## src/rtl/usart_tx_pkg.sv

```systemverilog
`timescale 1ns/1ps
package usart_tx_pkg;

  localparam int CHAR_W = 8;
  localparam int PAY_W  = CHAR_W + 2;        // start + up to 9 data/parity
  localparam int POS_W  = $clog2(PAY_W + 3); // covers the two stop positions

  typedef enum logic [1:0] {
    PAR_ODD   = 2'b00,
    PAR_EVEN  = 2'b01,
    PAR_MARK  = 2'b10,
    PAR_SPACE = 2'b11
  } par_kind_e;

  typedef struct packed {
    logic [1:0] fmt;
    logic       par_en;
    logic [1:0] par_sel;
    logic       two_stop;
    logic       short_stop;
  } frame_cfg_t;

  function automatic int data_bits(input logic [1:0] fmt);
    if (fmt[1])      return CHAR_W + 1;
    else if (fmt[0]) return CHAR_W - 1;
    else             return CHAR_W;
  endfunction

  function automatic logic has_parity(input frame_cfg_t c);
    return c.par_en && !c.fmt[1];
  endfunction

  function automatic logic parity_bit(input logic [CHAR_W-1:0] d,
                                      input logic seven,
                                      input logic [1:0] sel);
    logic ones;
    ones = 1'b0;
    for (int i = 0; i < CHAR_W; i++)
      if (!(seven && i == CHAR_W - 1)) ones = ones ^ d[i];
    case (par_kind_e'(sel))
      PAR_ODD:  return ~ones;
      PAR_EVEN: return ones;
      PAR_MARK: return 1'b1;
      default:  return 1'b0;
    endcase
  endfunction

  function automatic logic [POS_W-1:0] payload_len(input frame_cfg_t c);
    return POS_W'(1 + data_bits(c.fmt) + (has_parity(c) ? 1 : 0));
  endfunction

  function automatic logic [PAY_W-1:0] build_payload(input logic [CHAR_W-1:0] d,
                                                     input frame_cfg_t c);
    logic [PAY_W-1:0] p;
    int nd;
    nd   = data_bits(c.fmt);
    p    = '1;
    p[0] = 1'b0;
    for (int i = 0; i < CHAR_W; i++)
      if (i < nd) p[i+1] = d[i];
    if (c.fmt[1])
      p[CHAR_W+1] = c.par_sel[0];
    else if (c.par_en)
      p[nd+1] = parity_bit(d, c.fmt[0], c.par_sel);
    return p;
  endfunction

endpackage

```

## src/rtl/usart_tx_hold.sv

```systemverilog
`timescale 1ns/1ps
module usart_tx_hold
  import usart_tx_pkg::*;
(
  input  logic              clk,
  input  logic              rst_n,
  input  logic              wr_en,
  input  logic [CHAR_W-1:0] wr_data,
  input  logic              take,
  output logic [CHAR_W-1:0] hold_q,
  output logic              full
);

  always_ff @(posedge clk or negedge rst_n) begin
    if (!rst_n) begin
      hold_q <= '0;
      full   <= 1'b0;
    end else begin
      if (wr_en) begin
        hold_q <= wr_data;
        full   <= 1'b1;
      end else if (take) begin
        full   <= 1'b0;
      end
    end
  end

endmodule

```

## src/rtl/usart_tx_framer.sv

```systemverilog
`timescale 1ns/1ps
module usart_tx_framer
  import usart_tx_pkg::*;
(
  input  logic [CHAR_W-1:0] data,
  input  frame_cfg_t        cfg,
  output logic [PAY_W-1:0]  payload,
  output logic [POS_W-1:0]  pay_len,
  output logic [POS_W-1:0]  last_pos
);

  always_comb begin
    payload  = build_payload(data, cfg);
    pay_len  = payload_len(cfg);
    last_pos = pay_len + POS_W'(cfg.two_stop);
  end

endmodule

```

## src/rtl/usart_tx_shifter.sv

```systemverilog
`timescale 1ns/1ps
module usart_tx_shifter
  import usart_tx_pkg::*;
#(
  parameter int OVS         = 16,
  parameter int SHORT_TICKS = 14
) (
  input  logic             clk,
  input  logic             rst_n,
  input  logic             stb,
  input  logic             sync_mode,
  input  logic             start_req,
  input  logic [PAY_W-1:0] payload_in,
  input  logic [POS_W-1:0] pay_len_in,
  input  logic [POS_W-1:0] last_in,
  input  logic             short_in,
  output logic             take,
  output logic             frame_end,
  output logic             busy,
  output logic             txd
);

  localparam int TC_W = $clog2(OVS + 1);

  logic             active_q;
  logic [PAY_W-1:0] pay_q;
  logic [POS_W-1:0] npay_q;
  logic [POS_W-1:0] last_q;
  logic             short_q;
  logic [POS_W-1:0] pos_q;
  logic [TC_W-1:0]  tcnt_q;

  logic [TC_W-1:0]  bit_len;
  logic             bit_done;
  logic [PAY_W-1:0] pay_sh;

  always_comb begin
    if (sync_mode)                     bit_len = TC_W'(1);
    else if (pos_q == last_q && short_q) bit_len = TC_W'(SHORT_TICKS);
    else                               bit_len = TC_W'(OVS);
  end

  assign bit_done  = active_q && stb && (tcnt_q == bit_len - 1'b1);
  assign frame_end = bit_done && (pos_q == last_q);
  assign take      = stb && start_req && (!active_q || frame_end);

  always_ff @(posedge clk or negedge rst_n) begin
    if (!rst_n) begin
      active_q <= 1'b0;
      pay_q    <= '1;
      npay_q   <= '0;
      last_q   <= '0;
      short_q  <= 1'b0;
      pos_q    <= '0;
      tcnt_q   <= '0;
    end else if (take) begin
      active_q <= 1'b1;
      pay_q    <= payload_in;
      npay_q   <= pay_len_in;
      last_q   <= last_in;
      short_q  <= short_in;
      pos_q    <= '0;
      tcnt_q   <= '0;
    end else if (frame_end) begin
      active_q <= 1'b0;
      pos_q    <= '0;
      tcnt_q   <= '0;
    end else if (bit_done) begin
      pos_q    <= pos_q + 1'b1;
      tcnt_q   <= '0;
    end else if (active_q && stb) begin
      tcnt_q   <= tcnt_q + 1'b1;
    end
  end

  assign pay_sh = pay_q >> pos_q;
  assign busy   = active_q;
  assign txd    = !active_q ? 1'b1 : ((pos_q < npay_q) ? pay_sh[0] : 1'b1);

endmodule

```

## src/rtl/usart_tx.sv

```systemverilog
`timescale 1ns/1ps
module usart_tx
  import usart_tx_pkg::*;
#(
  parameter int OVS         = 16,
  parameter int SHORT_TICKS = 14
) (
  input  logic              clk,
  input  logic              rst_n,
  input  logic              sync_mode,
  input  logic              os_tick,
  input  logic              sclk_rise,
  input  logic [1:0]        fmt_sel,
  input  logic              par_en,
  input  logic [1:0]        par_sel,
  input  logic              two_stop,
  input  logic              short_stop,
  input  logic              wr_en,
  input  logic [CHAR_W-1:0] wr_data,
  output logic              txd,
  output logic              buf_empty,
  output logic              busy
);

  frame_cfg_t       cfg;
  logic             stb;
  logic             load_evt;
  logic             frame_end;
  logic             hold_full;
  logic [CHAR_W-1:0] hold_q;
  logic [PAY_W-1:0] payload;
  logic [POS_W-1:0] pay_len;
  logic [POS_W-1:0] last_pos;

  assign cfg = '{fmt: fmt_sel, par_en: par_en, par_sel: par_sel,
                 two_stop: two_stop, short_stop: short_stop};
  assign stb = sync_mode ? sclk_rise : os_tick;

  usart_tx_hold u_hold (
    .clk     (clk),
    .rst_n   (rst_n),
    .wr_en   (wr_en),
    .wr_data (wr_data),
    .take    (load_evt),
    .hold_q  (hold_q),
    .full    (hold_full)
  );

  usart_tx_framer u_framer (
    .data     (hold_q),
    .cfg      (cfg),
    .payload  (payload),
    .pay_len  (pay_len),
    .last_pos (last_pos)
  );

  usart_tx_shifter #(.OVS(OVS), .SHORT_TICKS(SHORT_TICKS)) u_shift (
    .clk        (clk),
    .rst_n      (rst_n),
    .stb        (stb),
    .sync_mode  (sync_mode),
    .start_req  (hold_full),
    .payload_in (payload),
    .pay_len_in (pay_len),
    .last_in    (last_pos),
    .short_in   (short_stop),
    .take       (load_evt),
    .frame_end  (frame_end),
    .busy       (busy),
    .txd        (txd)
  );

  assign buf_empty = !hold_full;

endmodule

```

## config.mk

```make
export PLATFORM = sky130hd
export DESIGN_NAME = usart_tx
export DESIGN_NICKNAME = d
export VERILOG_FILES = /design/src/rtl/usart_tx_pkg.sv /design/src/rtl/usart_tx_hold.sv /design/src/rtl/usart_tx_framer.sv /design/src/rtl/usart_tx_shifter.sv /design/src/rtl/usart_tx.sv
export SDC_FILE = /design/constraint.sdc
export NUM_CORES = 1
export LEC_CHECK = 0
export BUFFER_PORTS_ARGS = -buffer_cell sky130_fd_sc_hd__clkbuf_2
export CORE_ASPECT_RATIO = 1.5
export CORE_MARGIN = 5
export CORE_UTILIZATION = 37
export CTS_CLUSTER_SIZE = 20
export DETAILED_ROUTE_END_ITERATION = 7
export PLACE_DENSITY = 0.56
export SETUP_SLACK_MARGIN = 0.1
export SLEW_MARGIN = 5
export SYNTH_ARGS = -nofsm -noshare
export SYNTH_HDL_FRONTEND = slang
export SYNTH_SLANG_ARGS = --single-unit
```

## constraint.sdc

```tcl
create_clock -name clk -period 2.71 [get_ports clk]
set_input_delay 0 -clock clk [delete_from_list [all_inputs] [get_ports clk]]
set_output_delay 0 -clock clk [all_outputs]
set_load 0.01 [all_outputs]
```

==> results of run 1 <==
==> cell usage in the layout, fill, tap and decap left out, types with 2 or more instances in the layout <==
| master | count |
|---|---|
| a21oi_1 | 4 |
| a31oi_1 | 3 |
| a41oi_1 | 2 |
| clkbuf_1 | 2 |
| clkbuf_2 | 23 |
| clkbuf_8 | 6 |
| dfrtp_1 | 28 |
| dfstp_2 | 10 |
| dlygate4sd3_1 | 11 |
| ha_1 | 9 |
| inv_1 | 9 |
| mux2_1 | 4 |
| mux2_2 | 17 |
| mux2i_1 | 4 |
| mux4_2 | 2 |
| nand2_1 | 7 |
| nand2b_1 | 4 |
| nand4_1 | 2 |
| nor2_1 | 10 |
| nor2b_1 | 5 |
| nor3_1 | 2 |
| o211ai_1 | 2 |
| o21ai_0 | 7 |
| xnor2_1 | 7 |
| xor2_1 | 9 |
==> layer usage <==
| metal | vias to the layer above | wire [um] | share of wire, % | global-route usage (%) |
|---|---|---|---|---|
| met5 | - | 0 | 0 | 0 |
| met3 | 9 | 124 | 3.1 | 2.48 |
| met1 | 676 | 1630 | 41 | 14.2 |
| met4 | 0 | 109 | 2.7 | 5.79 |
| li1 | 675 | - | - | - |
| met2 | 22 | 2120 | 53 | 22.0 |
==> power by group <==
group	switching, W	internal [W]	total, W
logic	0.000306	0.000342	0.000647
clock network	0.000190	0.000208	0.000397
registers	0.000190	0.000775	0.000964
==> Yosys cell counts (2+ instances only) <==
| library cell | instances |
|---|---|
| o211ai_1 | 2 |
| nand4_1 | 2 |
| nor3_1 | 2 |
| a21oi_1 | 4 |
| nor2_1 | 10 |
| dfrtp_1 | 28 |
| dfstp_2 | 10 |
| mux2_2 | 17 |
| xor2_1 | 9 |
| mux4_2 | 2 |
| nor2b_1 | 5 |
| a41oi_1 | 2 |
| mux2_1 | 4 |
| xnor2_1 | 7 |
| nand2b_1 | 4 |
| ha_1 | 9 |
| a31oi_1 | 3 |
| nand2_1 | 7 |
| clkbuf_1 | 3 |
| mux2i_1 | 4 |
| o21ai_0 | 7 |
| inv_1 | 9 |
| buf_6 | 2 |
==> worst register-to-register path: cells and delay by family (launching register included) <==
kind / cells / cell delay [ns]
flip-flops: 1 / 0.51
XOR/XNOR: 1 / 0.24
AO/OA/AOI/OAI: 1 / 0.19
AND/OR/NAND/NOR: 2 / 0.72
multiplexers: 1 / 0.38
==> through the flow <==
step	utilization [%]	power (W)	worst slack (ns)	std cells
after CTS	44.4	0.00204	0.532	276
after global placement	40.7	0.00158	0.627	257
after floorplan	-	0.00148	0.757	172
after global routing	44.4	0.00217	0.442	276
after detailed placement	40.7	0.00163	0.543	257
final	44.4	0.00201	0.562	276
==> path summary, 6_finish.rpt <==
check | to | slack, ns | cells past startpoint
max | u_shift.last_q[1] | 0.56 | 5
min | u_shift.last_q[0] | 0.06 | 3
max reg2reg | u_shift.last_q[1] | 0.56 | 5
min reg2reg | u_shift.npay_q[3] | 0.47 | 2
max in group asynchronous | u_hold.hold_q[1] | 1.71 | 2
min in group asynchronous | u_shift.last_q[0] | 0.40 | 2
==> cell families (layout without fill, tap and decap cells) <==
logic type	count (synthesis)	in the layout	synth area share, %
mux	27	27	15.5
simple gates	37	37	10.9
buf+inv	17	51	4.58
flops	38	38	46.4
xor+xnor	17	17	7.83
fa+ha+maj	9	9	5.42
compound gates	27	27	9.45
==> registers in the layout, summed over array words and instances (netlist names) <==
register,count
u_hold.full,1
u_hold.hold_q,8
u_shift.tcnt_q,5
u_shift.npay_q,4
u_shift.busy,1
u_shift.pos_q,4
u_shift.pay_q,10
u_shift.short_q,1
u_shift.last_q,4
==> layout make-up <==
cell class	count	area, um^2	area share (%)
well taps	70	87.6	3.62
clock buffers	8	90.1	3.72
repair buffers	34	225	9.31
multi-input cells	117	1020	42.1
inverters	9	33.8	1.40
flip-flops and latches	38	963	39.8
==> reports/metrics.yaml, run 1 <==
status: "finished clean"
synth.distinct_cells: 43
drive_gt1_share_pct: 30.6
fill_cells: 529
cp_cell_sequence: "xor2_1 > nor4_4 > a31oi_4 > nor2_8 > mux2_2"
ir_worst_vdd_uv: 392
dieArea_um2: 7250
crit_path_end_kind: "flop"
htree_levels: 2
insertedDiodeCount: 0
fin_crit_sh_pct: 79.3
clock_sinks: 38
ys_seq_area_share_pct: 46.4
finalSetupViolCount: 0
drv_slew: 0
timing.setup.tns_ns: 0
whs_ns: 0.0649
cts_tree: "built"
nets: 235
worstReg2RegStart: "u_shift.pos_q[0]"
drc: 0
period_needed_ns: 2.15
overflow: 0
synth-seq-cells: 38
holdBufCountCts: 11
syn2layout_area_growth_pct: 16.4
yosys.area.top_type: "dfrtp_1"
synth_cells: 172
hold_path_class: "in -> reg"
clock_latency_ns: 0.29
ant_nets: 0
ioPinCount: 24
worstSetupPathType: "reg -> reg"
clock_skew_ns: 0.0116
slowest_delay_ns: 0.51
postCtsSetupBuffers: 0
drt_pass1_iterations: 3
wl_per_cell_um: 14.4
cts_resized: 0
cp_top_family: "simple AND/OR/NAND/NOR gates"
synth-main-ff-cell: "dfrtp_1"
worstHoldStart: "two_stop"
clk_pin_slew_ns: 0.07
vias_per_cell: 5.01
maxSlewHeadroom_pct: 36.6
crit_path_start_kind: "flop"
drt_iter0_markers: 41
ys_top_cells_by_area: "dfrtp_1 34%, dfstp_2 13%, mux2_2 9.2%, ha_1 5.4%, xor2_1 3.8%"
required_ns: 2.88
core-area_um2: 5450
place_area_um2: 2220
rsz0062_at_grt: "false"
path_max_fanout: 24
syn_avg_cell_area_um2: 12.1
clockBufferDepth: 2
slowest_stage: "dfrtp_1"
max_cap_violations: 0
yosys_warnings: 0
place_hpwl_um: 3080
tritoncts.num_buffers: 5
path_buf_inv: 0
grt_pass1_vias: 1467
track_usage_pct: 12.4
antenna_found_initial: 0
synth_top_area_share_pct: 33.7
drt-total-wl_um: 3980
grt_max_degree: 39
hold_viol_final: 0
fmaxAchievable_ghz: 0.465
grt_pass1_wl_um: 7000
arrival_ns: 2.32
vias: 1382
syn_nets: 202
synth_area_um2: 2080
place.gp.congestion: 0.777
crit_path_start: "u_shift.pos_q[0]"
fin_area_um2: 2420
cts-root-buf: "clkbuf_8"
synthArstFlopShare_pct: 100
p_per_area_nw_per_um2: 830
rows: 33
p_leak_nw: 1.11
die_h_um: 102
tightestPinTransition_ns: 0.951
io_buffers: 23
synth_edf_count: 0
initial_core_util_pct: 38.1
die_w_um: 71.2
(Power assumes the default switching activity.)
==> inputs of run 2 (changes only) <==
- ABC_AREA: unset -> 1
- clock period: 2.71 -> 2 ns (I/O delays scaled with it)
==> reports/metrics.yaml, run 2 <==
use_met3_pct: 2.71
groute.layer.met1.usage_pct: 14.3
synth_top_family_by_area: "simple AND/OR/NAND/NOR gates"
die_w_um: 73.0
p_per_area_nw_per_um2: 1100
fmaxAchievable_ghz: 0.557
grt_max_degree: 39
syn2layout_area_growth_pct: 19.1
drt_pass1_iterations: 4
crit_path_start_kind: "flop"
maxSlewHeadroom_pct: 67.4
top_register: "u_shift.pay_q"
yosys.area.top_type: "dfrtp_1"
final_cell_mix: "83 x nand2_1, 30 x inv_1, 26 x dfrtp_1"
clock_skew_ns: 0.0118
clock_sinks: 38
finalSetupViolCount: 0
rows: 34
yosys.area_share.simple_pct: 27.9
initial_core_util_pct: 38.0
slowest_stage: "dfrtp_2"
rsz0062_at_grt: "false"
ys_seq_area_share_pct: 43.8
synthAdderAreaFrac_pct: 5.12
synthMuxAreaShare_pct: 0
clk_pin_slew_ns: 0.08
drc: 0
timing.setup.tns_ns: 0
cts_tree: "built"
synth-seq-cells: 38
worstSetupPathType: "reg -> out"
synthArstFlopShare_pct: 100
tightestPinTransition_ns: 0.489
cts-root-buf: "clkbuf_8"
yosys_warnings: 0
arrival_ns: 1.79
p_leak_nw: 1.32
ant_nets: 0
core-area_um2: 5790
met2_usage_pct: 23.7
top_usage_layer: "met2"
htree_levels: 2
largestRegisters: "u_shift.pay_q: 10 flops, u_hold.hold_q: 8 flops, u_shift.tcnt_q: 5 flops"
ioPinCount: 24
nets: 341
period_needed_ns: 1.79
synth.distinct_cells: 35
die_h_um: 104
synth_area_um2: 2200
synth.most_common_cell: "nand2_1"
place.gp.congestion: 0.803
status: "finished clean"
max_cap_violations: 0
syn_avg_cell_area_um2: 8.09
cp_cell_sequence: "ha_1 > a21boi_0 > o211a_1 > a211oi_2 > nand4_1 > clkbuf_2"
place_hpwl_um: 3450
stdcell_count: 384
layout_setup_ws_ns: 0.206
vias_per_cell: 4.74
drv_slew: 0
antenna_found_initial: 0
vias: 1822
dieArea_um2: 7620
drt_iter0_markers: 51
hold_viol_final: 0
synth_edf_count: 0
hold_path_class: "in -> reg"
path_max_fanout: 4
wl_per_cell_um: 12.2
overflow: 0
synth-main-ff-cell: "dfrtp_1"
syn_nets: 302
synth_cells: 272
grt_pass1_wl_um: 7860
dp.cells: 365
largest_register_ffs: 10
synth_xor_area_share_pct: 2.79
ir_worst_vdd_uv: 568
io_buffers: 23
crit_path_end_kind: "output port"
clock_latency_ns: 0.29
track_usage_pct: 12.8
slowest_delay_ns: 0.45
layout_commonest_cell: "nand2_1"
drive_gt1_share_pct: 23.4
ys_top_cells_by_area: "dfrtp_1 32%, nand2_1 14%, dfstp_2 12%, ha_1 5.1%, inv_1 5.1%"
grt_pass1_vias: 1818
drt-total-wl_um: 4700
insertedDiodeCount: 0
place_ws_ns: 0.0887
synth_top_area_share_pct: 31.9
tritoncts.num_buffers: 5
ys_top_cells_by_count: "83 x nand2_1, 30 x inv_1, 28 x dfrtp_1, 22 x o21ai_0, 19 x nand3_1"
required_ns: 2.00
fin_crit_sh_pct: 89.7
synth-compound-area-share_pct: 12.2
clockBufferDepth: 2
[run 2: changes by cell type after synthesis, sizes merged, moves of 3 or more]
cell,delta
nor2,+7
mux2,-21
inv,+25
xnor2,-3
nand2b,-4
nand3,+22
nand2,+79
mux2i,-4
xor2,-6
nor2b,-5
a31oi,-4
o21ai,+24
[run 2: timing repair]
item,in CTS,in global routing
endpoints found under the setup margin,4,25
buffers inserted,0,0
gates cloned,0,1
hold endpoints to repair,37,0
hold buffers,10,0
pin swaps,0,1
gates resized for setup,1,3
[run 2: worst max-delay path: cells and delay by family (launching register included)]
family,cells,cell delay [ns]
compound gates,3,0.50
fa+ha+maj,1,0.29
buf+inv,1,0.15
flops,1,0.45
simple gates,1,0.11
[run 2: cell type report]
class	instances	area, um^2
Fill cell	618	3170
Multi-Input combinational cell	194	1080
Sequential cell	38	966
Timing Repair Buffer	38	265
Inverter	34	128
Tap cell	72	90.1
Clock buffer	7	86.3
Clock inverter	1	5.00
[run 2: logic make-up after synthesis]
logic type | Yosys count
AO/OA/AOI/OAI | 41
adder cells (fa/ha/maj) | 9
XOR/XNOR | 7
AND/OR/NAND/NOR | 136
flip-flops | 38
buffers and inverters | 41
[run 2: worst paths after layout]
kind,slack (ns),from,to,depth (start not counted)
min in group asynchronous,0.30,rst_n,u_hold.hold_q[1],3
hold reg to reg,0.48,u_shift.pay_q[9],u_shift.pay_q[9],2
max in group asynchronous,1.33,rst_n,u_shift.pay_q[0],3
setup reg to reg,0.24,u_shift.pos_q[0],u_shift.tcnt_q[0],12
hold / removal,0.05,par_sel[0],u_shift.pay_q[9],5
setup / recovery,0.21,u_shift.pos_q[1],txd,6
[run 2: layer usage]
metal	vias to the layer above	part of all wire (%)	wire length [um]
li1	947	-	-
met1	846	40	1900
met2	24	55	2600
met3	5	3.4	159
met4	0	1.1	50
met5	-	0	0
[run 2: through the flow]
step / power (W) / area (um^2) / hold slack, ns / util, %
3_5_place_dp: 0.00234 / 2400 / 0.0867 / 41.5
5_1_grt: 0.00317 / 2620 / 0.0645 / 45.3
3_3_place_gp: 0.00233 / 2400 / 0.0803 / 41.5
2_1_floorplan: 0.00206 / 2200 / -0.296 / -
6_report: 0.00289 / 2620 / 0.0534 / 45.3
4_1_cts: 0.00291 / 2600 / 0.0488 / 45.0
[run 2: power by group]
part | switching, W | internal (W)
Combinational | 0.000601 | 0.000433
Sequential | 0.000207 | 0.00111
Clock | 0.000266 | 0.000278
Total | 0.00107 | 0.00182
==> inputs of run 3 (changes only) <==
- CORE_UTILIZATION: 37 -> 48
- PLACE_DENSITY: 0.56 -> 0.68
==> reports/metrics.yaml, run 3 (same netlist as run 2, synthesis figures left out) <==
ant_nets: 0
antenna_found_initial: 0
hold_path_class: "in -> reg"
vias: 1808
clock_sinks: 38
worstSetupPathType: "reg -> out"
hold_viol_final: 0
io_buffers: 23
drv_slew: 0
cts-root-buf: "clkbuf_8"
drc: 0
die_w_um: 65.3
maxSlewHeadroom_pct: 45.9
core-area_um2: 4500
die_h_um: 92.9
crit_path_end_kind: "output port"
layout_commonest_cell: "nand2_1"
grt_pass1_wl_um: 7540
max_cap_violations: 0
tightestPinTransition_ns: 0.811
htree_levels: 2
cts_tree: "built"
syn2layout_area_growth_pct: 16.7
vias_per_cell: 5.04
fmaxAchievable_ghz: 0.564
final_core_util_pct: 57.0
path_max_fanout: 4
slowest_stage: "dfrtp_1"
ioPinCount: 24
tritoncts.num_buffers: 5
p_per_area_nw_per_um2: 1110
final_cell_mix: "83 x nand2_1, 30 x inv_1, 27 x dfrtp_1"
rows: 30
fill_cells: 432
grt_max_degree: 34
finalPower_w: 0.00284
dp.cells: 341
slowest_delay_ns: 0.44
largestRegisters: "u_shift.pay_q: 10 flops, u_hold.hold_q: 8 flops, u_shift.tcnt_q: 5 flops"
clock_skew_ns: 0.00862
crit_path_start_kind: "flop"
grt_pass1_vias: 1701
arrival_ns: 1.77
period_needed_ns: 1.77
clockBufferDepth: 2
largest_register_ffs: 10
ir_worst_vdd_uv: 573
status: "finished clean"
timing.setup.tns_ns: 0
cp_cell_sequence: "ha_1 > a21boi_0 > o211a_1 > a211oi_2 > nand4_1 > buf_2"
initial_core_util_pct: 48.8
insertedDiodeCount: 0
stdcell_count: 359
drive_gt1_share_pct: 22.2
p_leak_nw: 1.31
track_usage_pct: 16.2
clk_pin_slew_ns: 0.07
finalSetupViolCount: 0
overflow: 0
postCtsSetupBuffers: 0
rsz0062_at_grt: "false"
place_hpwl_um: 3310
place.gp.congestion: 0.875
required_ns: 2.00
wl_per_cell_um: 12.3
nets: 340
drt-total-wl_um: 4400
dieArea_um2: 6060
top_register: "u_shift.pay_q"
drt_pass1_iterations: 4
fin_crit_sh_pct: 88.7
drt_iter0_markers: 60
clock_latency_ns: 0.29
-- run 3: cell count changes in the layout (fill, tap and decap cells not counted) --
cell      delta
dfrtp_2      -1
clkbuf_8     -1
clkbuf_2     -1
buf_2        +1
nand2_4      -1
dfrtp_1      +1
clkbuf_1     +2
clkinv_2     -1
-- run 3: through the flow --
step	setup WS (ns)	area (um^2)	hold slack [ns]
4_1_cts	0.113	2550	0.0395
6_report	0.226	2570	0.0483
3_3_place_gp	0.173	2370	0.131
2_1_floorplan	0.374	2200	-0.296
5_1_grt	0.102	2570	0.0850
3_5_place_dp	0.126	2370	0.142
-- run 3: cell type report --
| type | instances | area [um^2] | share of cell area, % |
|---|---|---|---|
| multi-input combinational | 193 | 1070 | 41.6 |
| sequential | 38 | 965 | 37.6 |
| timing repair buffer | 38 | 265 | 10.3 |
| inverter | 34 | 128 | 4.97 |
| clock buffer | 8 | 80.1 | 3.12 |
| tap | 48 | 60.1 | 2.34 |
-- run 3: critical path, delay by kind of cell, from the launching register on --
kind	cells	cell delay (ns)
buffers and inverters	1	0.16
DFF	1	0.44
AOI/OAI and AO/OA	3	0.47
and+or+nand+nor	1	0.12
adders and majority gates	1	0.28
-- run 3: repair_timing --
action | in CTS | in global routing
hold buffers | 10 | 0
gates resized for setup | 0 | 4
endpoints found under the setup margin | 0 | 27
hold endpoints to repair | 37 | 0
-- run 3: final timing paths --
path | start | endpoint | slack [ns] | depth (start not counted)
max | u_shift.pos_q[1] | txd | 0.23 | 6
min | par_sel[0] | u_shift.pay_q[9] | 0.05 | 5
max reg2reg | u_shift.pos_q[0] | u_shift.tcnt_q[3] | 0.28 | 12
min reg2reg | u_shift.pay_q[9] | u_shift.pay_q[9] | 0.48 | 2
max in group asynchronous | rst_n | u_shift.pay_q[4] | 0.98 | 3
min in group asynchronous | rst_n | u_shift.tcnt_q[4] | 0.33 | 2
-- run 3: routing by layer --
layer,share of wire (%),global-route usage [%],routed length [um]
met1,41,19.0,1800
met3,3.0,3.76,134
met5,0,0,0
met4,4.0,8.13,174
met2,52,27.3,2290
-- run 3: report_power, final --
part | leakage [nW] | internal (W) | switching (W)
Sequential | 0.440 | 0.00111 | 0.000215
Combinational | 0.829 | 0.000432 | 0.000596
Clock | 0.0395 | 0.000247 | 0.000245
Total | 1.31 | 0.00179 | 0.00106
